$ cat src/rtl/bscan_pkg.sv
package bscan_pkg;
  localparam int unsigned DATA_W   = 32;
  localparam int unsigned NARROW_W = 16;

  typedef enum logic {
    SCAN_UP   = 1'b0,
    SCAN_DOWN = 1'b1
  } scan_dir_e;

  typedef enum logic {
    OPSZ_HALF = 1'b0,
    OPSZ_FULL = 1'b1
  } op_size_e;
endpackage

$ cat src/rtl/bscan_mask.sv
module bscan_mask #(
  parameter int unsigned W  = 32,
  parameter int unsigned NW = 16
) (
  input  logic         wide,
  input  logic [W-1:0] src,
  output logic [W-1:0] masked
);
  localparam int unsigned HI_W = W - NW;

  generate
    if (HI_W == 0) begin : g_same
      assign masked = src;
    end else begin : g_split
      assign masked = wide ? src : {{HI_W{1'b0}}, src[NW-1:0]};
    end
  endgenerate
endmodule

$ cat src/rtl/bscan_prio.sv
module bscan_prio #(
  parameter int unsigned W       = 32,
  parameter int unsigned IW      = 5,
  parameter bit          HIGHEST = 1'b0
) (
  input  logic [W-1:0]  vec,
  output logic [IW-1:0] idx,
  output logic          any
);
  assign any = |vec;

  generate
    if (HIGHEST) begin : g_high
      always_comb begin
        idx = '0;
        for (int i = 0; i < W; i++) begin
          if (vec[i]) idx = IW'(i);
        end
      end
    end else begin : g_low
      always_comb begin
        idx = '0;
        for (int i = W - 1; i >= 0; i--) begin
          if (vec[i]) idx = IW'(i);
        end
      end
    end
  endgenerate
endmodule

$ cat src/rtl/bscan_unit.sv
module bscan_unit
  import bscan_pkg::*;
#(
  parameter int unsigned W  = DATA_W,
  parameter int unsigned NW = NARROW_W
) (
  input  logic         clk,
  input  logic         rst_n,
  input  logic         start_i,
  input  logic         dir_i,
  input  logic         wide_i,
  input  logic [W-1:0] src_i,
  output logic [W-1:0] dest_o,
  output logic         found_o,
  output logic         done_o
);
  localparam int unsigned IW = (W > 1) ? $clog2(W) : 1;

  scan_dir_e     dir;
  op_size_e      opsz;
  logic [W-1:0]  scan_vec;
  logic [IW-1:0] idx_lo, idx_hi, idx_sel;
  logic          any_lo, any_hi;

  assign dir  = scan_dir_e'(dir_i);
  assign opsz = op_size_e'(wide_i);

  bscan_mask #(.W(W), .NW(NW)) u_mask (
    .wide   (opsz == OPSZ_FULL),
    .src    (src_i),
    .masked (scan_vec)
  );

  bscan_prio #(.W(W), .IW(IW), .HIGHEST(1'b0)) u_low (
    .vec (scan_vec),
    .idx (idx_lo),
    .any (any_lo)
  );

  bscan_prio #(.W(W), .IW(IW), .HIGHEST(1'b1)) u_high (
    .vec (scan_vec),
    .idx (idx_hi),
    .any (any_hi)
  );

  assign idx_sel = (dir == SCAN_DOWN) ? idx_hi : idx_lo;

  always_ff @(posedge clk or negedge rst_n) begin
    if (!rst_n) begin
      dest_o  <= '0;
      found_o <= 1'b0;
      done_o  <= 1'b0;
    end else begin
      done_o <= start_i;
      if (start_i) begin
        found_o <= any_lo;
        if (any_hi) dest_o <= W'(idx_sel);
      end
    end
  end

  // one done pulse follows each start
  p_done_after_start_r6: assert property (@(posedge clk) disable iff (!rst_n)
    start_i |=> done_o);
  p_no_done_idle_r6: assert property (@(posedge clk) disable iff (!rst_n)
    !start_i |=> !done_o);
  p_hold_idle_r6: assert property (@(posedge clk) disable iff (!rst_n)
    !start_i |=> ($stable(dest_o) && $stable(found_o)));
  // nonzero operand raises the flag
  p_found_set_r3: assert property (@(posedge clk) disable iff (!rst_n)
    (start_i && (|scan_vec)) |=> found_o);
  // zero operand clears the flag and keeps the destination
  p_zero_hold_r4: assert property (@(posedge clk) disable iff (!rst_n)
    (start_i && !(|src_i)) |=> (!found_o && $stable(dest_o)));
  // a 16-bit hit never reports an index above the narrow width
  p_narrow_range_r5: assert property (@(posedge clk) disable iff (!rst_n)
    (start_i && !wide_i && (|src_i[NW-1:0])) |=> (dest_o < W'(NW)));
  // the downward index is never below the upward one
  p_order_r2: assert property (@(posedge clk) disable iff (!rst_n)
    (start_i && any_lo) |-> (idx_hi >= idx_lo));
endmodule

$ cat config.mk
export PLATFORM = sky130hd
export DESIGN_NAME = bscan_unit
export DESIGN_NICKNAME = d
export VERILOG_FILES = /design/src/rtl/bscan_pkg.sv /design/src/rtl/bscan_mask.sv /design/src/rtl/bscan_prio.sv /design/src/rtl/bscan_unit.sv
export SDC_FILE = /design/constraint.sdc
export NUM_CORES = 1
export LEC_CHECK = 0
export BUFFER_PORTS_ARGS = -buffer_cell sky130_fd_sc_hd__buf_2
export CORE_MARGIN = 1
export CORE_UTILIZATION = 47
export CTS_CLUSTER_DIAMETER = 60
export DETAILED_ROUTE_END_ITERATION = 6
export GPL_TIMING_DRIVEN = 0
export PLACE_DENSITY = 0.92
export SYNTH_ARGS = -nofsm -noshare
export SYNTH_HDL_FRONTEND = slang
export SYNTH_SLANG_ARGS = --single-unit
$ cat constraint.sdc
create_clock -name clk -period 1.33 [get_ports clk]
set_clock_uncertainty 0.15 [all_clocks]
set_input_delay 0.1995 -clock clk [delete_from_list [all_inputs] [get_ports clk]]
set_output_delay 0.1995 -clock clk [all_outputs]
set_load 0.03 [all_outputs]
==> metrics.cfg, run 1 <==
[status]
status=complete, but fails checks
violations=negative setup slack

[final_layout]
drive_above_1_share_pct=44.18
final_net_count=287
final_cell_count_no_fill=277
design_area_um2=1864
utilization_pct=81.15
multi_input_area_um2=983.4
area_delta_synth_final_pct=56.68
seqCellArea_um2=175.2
antenna_cells=0
fillCellCount=171

[placed_design]
io_buffers=42
numPlacedInstances=259
place_area_um2=1551
gp_congestion=0.8960
hpwl_um=2548

[clock_tree]
cts_tree=yes
ctsHtreeMaxLevel=1
clk_pin_slew_worst_paths_ns=0.05
clock_latency_ns=0.27
cts-buffers-inserted=3
cts_sinks=7
max-clock-path-buffers=2
root_buffer=clkbuf_4

[timing]
relSlewSlack_pct=59.94
rsz0062_at_grt=true
hold_viol_final=0
fin_crit_ns=1.666
final.period_utilization_pct=125.3
setup_viol=6
slew_viol_final=0
finalWorstSetupSlack_ns=-0.3362
fmaxAchievable_mhz=600.2
tightest_slew_ns=0.5954

[setup_path]
max_stage_delay_ns=0.31
critPathMaxFanout=4
cp_cell_sequence=buf_8 -> or2_4 -> o31ai_4 -> nand4_1 -> o21ai_4 -> mux2_4
crit_arrival_ns=1.67
start_kind=input pin
critPathCaptureType=register
slowest_stage=mux2_4
cp_top_family=compound AO/OA/AOI/OAI gates
crit_buf_inv=1
crit_type=input pin to register
crit_required_ns=1.33

[power_and_ir_drop]
p_leak_nw=0.8816
ir_drop_mv=0.5665
power.total_w=0.001067
cellPowerDensity_nw_per_um2=572.4

[synth]
synth.most_common_cell=buf_4
synth_top_area_share_pct=17.03
synth_cells=163
avgSynthCellArea_um2=7.300
yosys_warnings=0
ys_seq_elements=7
netlist_top_cells_count=27 x buf_4, 19 x nor2_1, 12 x o21ai_0, 11 x nand2_1, 9 x a21oi_1
synthFlopType=dfrtp_1
syn_area_um2=1190
synthTopCellsByArea=buf_4 17%, dfrtp_1 15%, nor2_1 6.0%, o21ai_0 5.0%, a21oi_1 3.8%
yosysSeqAreaShare_pct=14.72
synthArstFlopShare_pct=100.0
synth_edf_count=0
yosysTopAreaCell=buf_4
synthDistinctLibCells=46

[die]
core_area_um2=2297
rows=17
die_width_um=52.32
start_util_pct=51.80
die-area_um2=2737
die_h_um=52.32
ios=71

[hold_path]
hold_class=input pin to asynchronous set/reset pin

[routing]
wl_per_cell_um=13.15
drt_first_iter_violations=41
drc=0
wl_um=3643
drt-vias-per-instance=5.401
dr_total_vias=1496
ant_nets=0
drtPass1Iterations=4

[grt]
grt_pass1_wl_um=5271
grt-ovfl-total=0
gr-usage-all-layers_pct=25.52
antenna_found_initial=0
grt_pass1_vias=1311
grt_start_max_net_pins=11

[run]
drv_cap=0

-- stage by stage --
| step | setup TNS [ns] | setup WS, ns | hold slack, ns |
|---|---|---|---|
| floorplan | -1.523 | -0.4464 | -0.2461 |
| global placement | -3.084 | -0.6976 | -0.1179 |
| detailed placement | -3.216 | -0.7098 | -0.1139 |
| CTS | -1.333 | -0.3429 | 0.1556 |
| global route | -1.601 | -0.4018 | 0.1471 |
| finish | -1.455 | -0.3362 | 0.1505 |
-- sequential cells by signal, indices dropped and copies added, names as in the netlist --
register  cells
done_o        1
found_o       1
dest_o        5
-- placed cells by master, fill, tap and decap left out, types with 3 or more instances in the layout --
cell,Yosys,layout
buf_4,27,35
buf_2,1,34
conb_1,1,27
nor2_1,19,19
nand2_1,11,9
buf_6,0,8
a21oi_1,9,7
inv_1,7,7
dfrtp_1,7,7
o21ai_0,12,6
nor2b_1,6,6
nand2b_1,5,5
o21ai_2,0,4
clkbuf_4,0,4
o31ai_1,4,4
a21boi_0,4,4
buf_8,0,4
o21ai_1,1,3
nor3_1,3,3
o211ai_1,3,3
a31oi_1,3,3
o311ai_1,2,3
-- final timing paths --
| path | startpoint | endpoint | slack [ns] | cells past startpoint |
|---|---|---|---|---|
| hold reg to reg | dest_o[1]$_DFFE_PN0P_ | dest_o[1]$_DFFE_PN0P_ | 0.35 | 2 |
| min in group clk | dir_i | dest_o[4]$_DFFE_PN0P_ | 0.20 | 3 |
| max in group asynchronous | rst_n | dest_o[3]$_DFFE_PN0P_ | 0.73 | 2 |
| hold / removal | rst_n | dest_o[2]$_DFFE_PN0P_ | 0.15 | 2 |
| setup / recovery | src_i[18] | dest_o[0]$_DFFE_PN0P_ | -0.34 | 6 |
| setup reg to reg | dest_o[0]$_DFFE_PN0P_ | dest_o[0]$_DFFE_PN0P_ | 0.44 | 1 |
-- per-layer routing --
layer	vias to the layer above	track usage (%)	wire length, um
met5	-	0	0
met4	0	12.28	106
met3	13	3.768	247
met2	76	47.05	1900
met1	671	27.93	1388
li1	736	-	-
-- cell type report --
cell class                 count  share of cell area [%]
tap                           28                   1.879
timing repair buffer          56                   21.48
sequential                     7                   9.396
multi-input combinational    145                   52.75
clock buffer                   4                   1.409
inverter                       8                   1.611
buffer                        29                   11.48
-- where the power goes --
part | internal (W) | total [W] | switching [W]
Combinational | 0.000245 | 0.000612 | 0.000366
Clock | 0.000115 | 0.000206 | 0.0000912
Sequential | 0.000235 | 0.000249 | 0.0000140
Total | 0.000596 | 0.00107 | 0.000471
-- logic make-up (layout without fill, tap and decap cells) --
| logic type | Yosys count | count (layout) | synth area share [%] |
|---|---|---|---|
| flip-flops | 7 | 7 | 14.72 |
| other | 1 | 27 | 0.3152 |
| buffers and inverters | 37 | 97 | 20.29 |
| AND/OR/NAND/NOR | 58 | 58 | 25.87 |
| AO/OA/AOI/OAI | 59 | 59 | 37.54 |
| multiplexers | 1 | 1 | 1.261 |
-- repair_timing --
action / in CTS / in global routing
resized for setup: 29 / 20
hold endpoints to repair: 8 / 0
endpoints found under the setup margin: 6 / 6
pin swaps: 6 / 10
hold buffers: 2 / 0
setup buffers: 9 / 8
No activity file was read; power rests on OpenSTA's default activity.
==> inputs of run 2 (changes only) <==
Settings changed: CORE_MARGIN 1 to 10.
==> metrics.cfg, run 2 (same netlist as run 1, synthesis figures left out) <==
[status]
status=complete, but fails checks  ; unchanged
violations=negative setup slack  ; unchanged

[timing]
finalWorstSetupSlack_ns=-0.4105  ; was -0.3362 ns
slew_viol_final=0  ; unchanged
hold_viol_final=0  ; unchanged
holdWs_ns=0.1525  ; was 0.1505 ns
fin_crit_ns=1.741  ; was 1.666 ns
final.period_utilization_pct=130.9  ; was 125.3%
setup_viol=6  ; unchanged
fmaxAchievable_mhz=574.5  ; was 600.2 MHz
rsz0062_at_grt=true  ; unchanged
relSlewSlack_pct=54.62  ; was 59.94%
tightest_slew_ns=0.6745  ; was 0.5954 ns

[clock_tree]
root_buffer=clkbuf_4  ; unchanged
cts-buffers-inserted=3  ; unchanged
cts_sinks=7  ; unchanged
clk_pin_slew_worst_paths_ns=0.06  ; was 0.05 ns
ctsHtreeMaxLevel=1  ; unchanged
cts_tree=yes  ; unchanged
max-clock-path-buffers=2  ; unchanged
clock_latency_ns=0.26  ; was 0.27 ns

[final_layout]
antenna_cells=0  ; unchanged
final_net_count=285  ; was 287
area_delta_synth_final_pct=58.15  ; was 56.68%
final_common_cell=buf_4  ; unchanged
fillCellCount=182  ; was 171
top_regs=dest_o: 5 flops, done_o: 1 flops, found_o: 1 flops  ; unchanged
seqCellArea_um2=175.2  ; unchanged
largest_reg_flops=5  ; unchanged
regMostFlops=dest_o  ; unchanged
layout_common_cells=36 x buf_4, 31 x buf_2, 27 x conb_1  ; was 35 x buf_4, 34 x buf_2, 27 x conb_1
final_cell_count_no_fill=277  ; unchanged
drive_above_1_share_pct=43.32  ; was 44.18%
multi_input_area_um2=1010  ; was 983.4 um^2

[routing]
drtPass1Iterations=4  ; unchanged
wl_um=4491  ; was 3643 um
drt-vias-per-instance=5.412  ; was 5.401
drt_first_iter_violations=97  ; was 41
drc=0  ; unchanged
wl_per_cell_um=16.21  ; was 13.15 um
ant_nets=0  ; unchanged
dr_total_vias=1499  ; was 1,496

[grt]
grt-ovfl-total=0  ; unchanged
grt_pass1_wl_um=6506  ; was 5271 um
antenna_found_initial=0  ; unchanged
grt_pass1_vias=1520  ; was 1,311
grt_start_max_net_pins=11  ; unchanged
gr-usage-all-layers_pct=15.41  ; was 25.52%

[hold_path]
hold_class=input pin to asynchronous set/reset pin  ; unchanged

[placed_design]
io_buffers=42  ; unchanged
preCtsSetupSlack_ns=-0.7190  ; was -0.7098 ns
numPlacedInstances=261  ; was 259
hpwl_um=3172  ; was 2548 um
gp_congestion=0.8916  ; was 0.8960

[power_and_ir_drop]
cellPowerDensity_nw_per_um2=574.2  ; was 572.4 nW/um^2
p_leak_nw=0.8763  ; was 0.8816 nW
power.total_w=0.001080  ; was 0.001067 W
ir_drop_mv=0.6239  ; was 0.5665 mV

[setup_path]
critPathCaptureType=register  ; unchanged
critPathMaxFanout=3  ; was 4
crit_required_ns=1.32  ; was 1.33 ns
crit_arrival_ns=1.73  ; was 1.67 ns
start_kind=input pin  ; unchanged
crit_type=input pin to register  ; unchanged

[die]
ios=71  ; unchanged
start_util_pct=48.47  ; was 51.80%
die_width_um=70.32  ; was 52.32 um
core_area_um2=2455  ; was 2297 um^2
rows=18  ; was 17
die_h_um=70.32  ; was 52.32 um
die-area_um2=4944  ; was 2737 um^2

[run]
drv_cap=0  ; unchanged

==> run 2: per-stage QoR <==
stage / util [%] / TNS, ns / instance area [um^2]
2_1_floorplan: - / -1.523 / 1306
3_3_place_gp: 63.30 / -3.071 / 1554
4_1_cts: 72.17 / -1.387 / 1772
6_report: 76.66 / -1.410 / 1882
5_1_grt: 76.66 / -1.743 / 1882
3_5_place_dp: 63.30 / -3.275 / 1554
==> run 2: timing repair <==
action,4_1_cts,5_1_grt
resized for setup,23,29
endpoints found under the setup margin,6,6
endpoints found under the hold margin,8,0
buffers inserted,10,1
pin swaps,11,12
hold buffers,2,0
==> run 2: metal layers <==
metal  vias to the layer above  global-route usage [%]  share of wire, %
li1                        733                       -                 -
met1                       689                   15.06                37
met2                        67                   29.14                53
met3                        10                   4.802               7.2
met4                         0                   5.702               2.9
met5                         -                       0                 0
==> run 2: path summary, 6_finish.rpt <==
path                                       start                     to  slack [ns]  cells after the start
hold / removal                             rst_n  dest_o[1]$_DFFE_PN0P_        0.15                      2
hold reg to reg            dest_o[1]$_DFFE_PN0P_  dest_o[1]$_DFFE_PN0P_        0.33                      2
setup reg to reg           dest_o[0]$_DFFE_PN0P_  dest_o[0]$_DFFE_PN0P_        0.44                      1
min in group clk                           dir_i  dest_o[4]$_DFFE_PN0P_        0.19                      3
setup / recovery                       src_i[14]  dest_o[2]$_DFFE_PN0P_       -0.41                      7
max in group asynchronous                  rst_n  dest_o[2]$_DFFE_PN0P_        0.73                      2
==> run 2: critical path, cell delays in order <==
cell	delay, ns
buf_8	0.10
or4_4	0.56
buf_6	0.14
o211ai_1	0.20
o211ai_1	0.17
a32oi_1	0.25
o21ai_1	0.11
==> run 2: where the power goes <==
group	internal (W)	total (W)	switching, W
clock network	0.000115	0.000202	0.0000869
logic	0.000248	0.000632	0.000383
registers	0.000235	0.000247	0.0000120
total	0.000598	0.00108	0.000482
==> run 2: layout make-up <==
cell class	instances	share of cell area, %
flip-flops and latches	7	9.309
repair buffers	54	20.68
inverters	8	1.596
well taps	30	1.995
multi-input cells	145	53.66
clock buffers	4	1.396
plain buffers	29	11.37
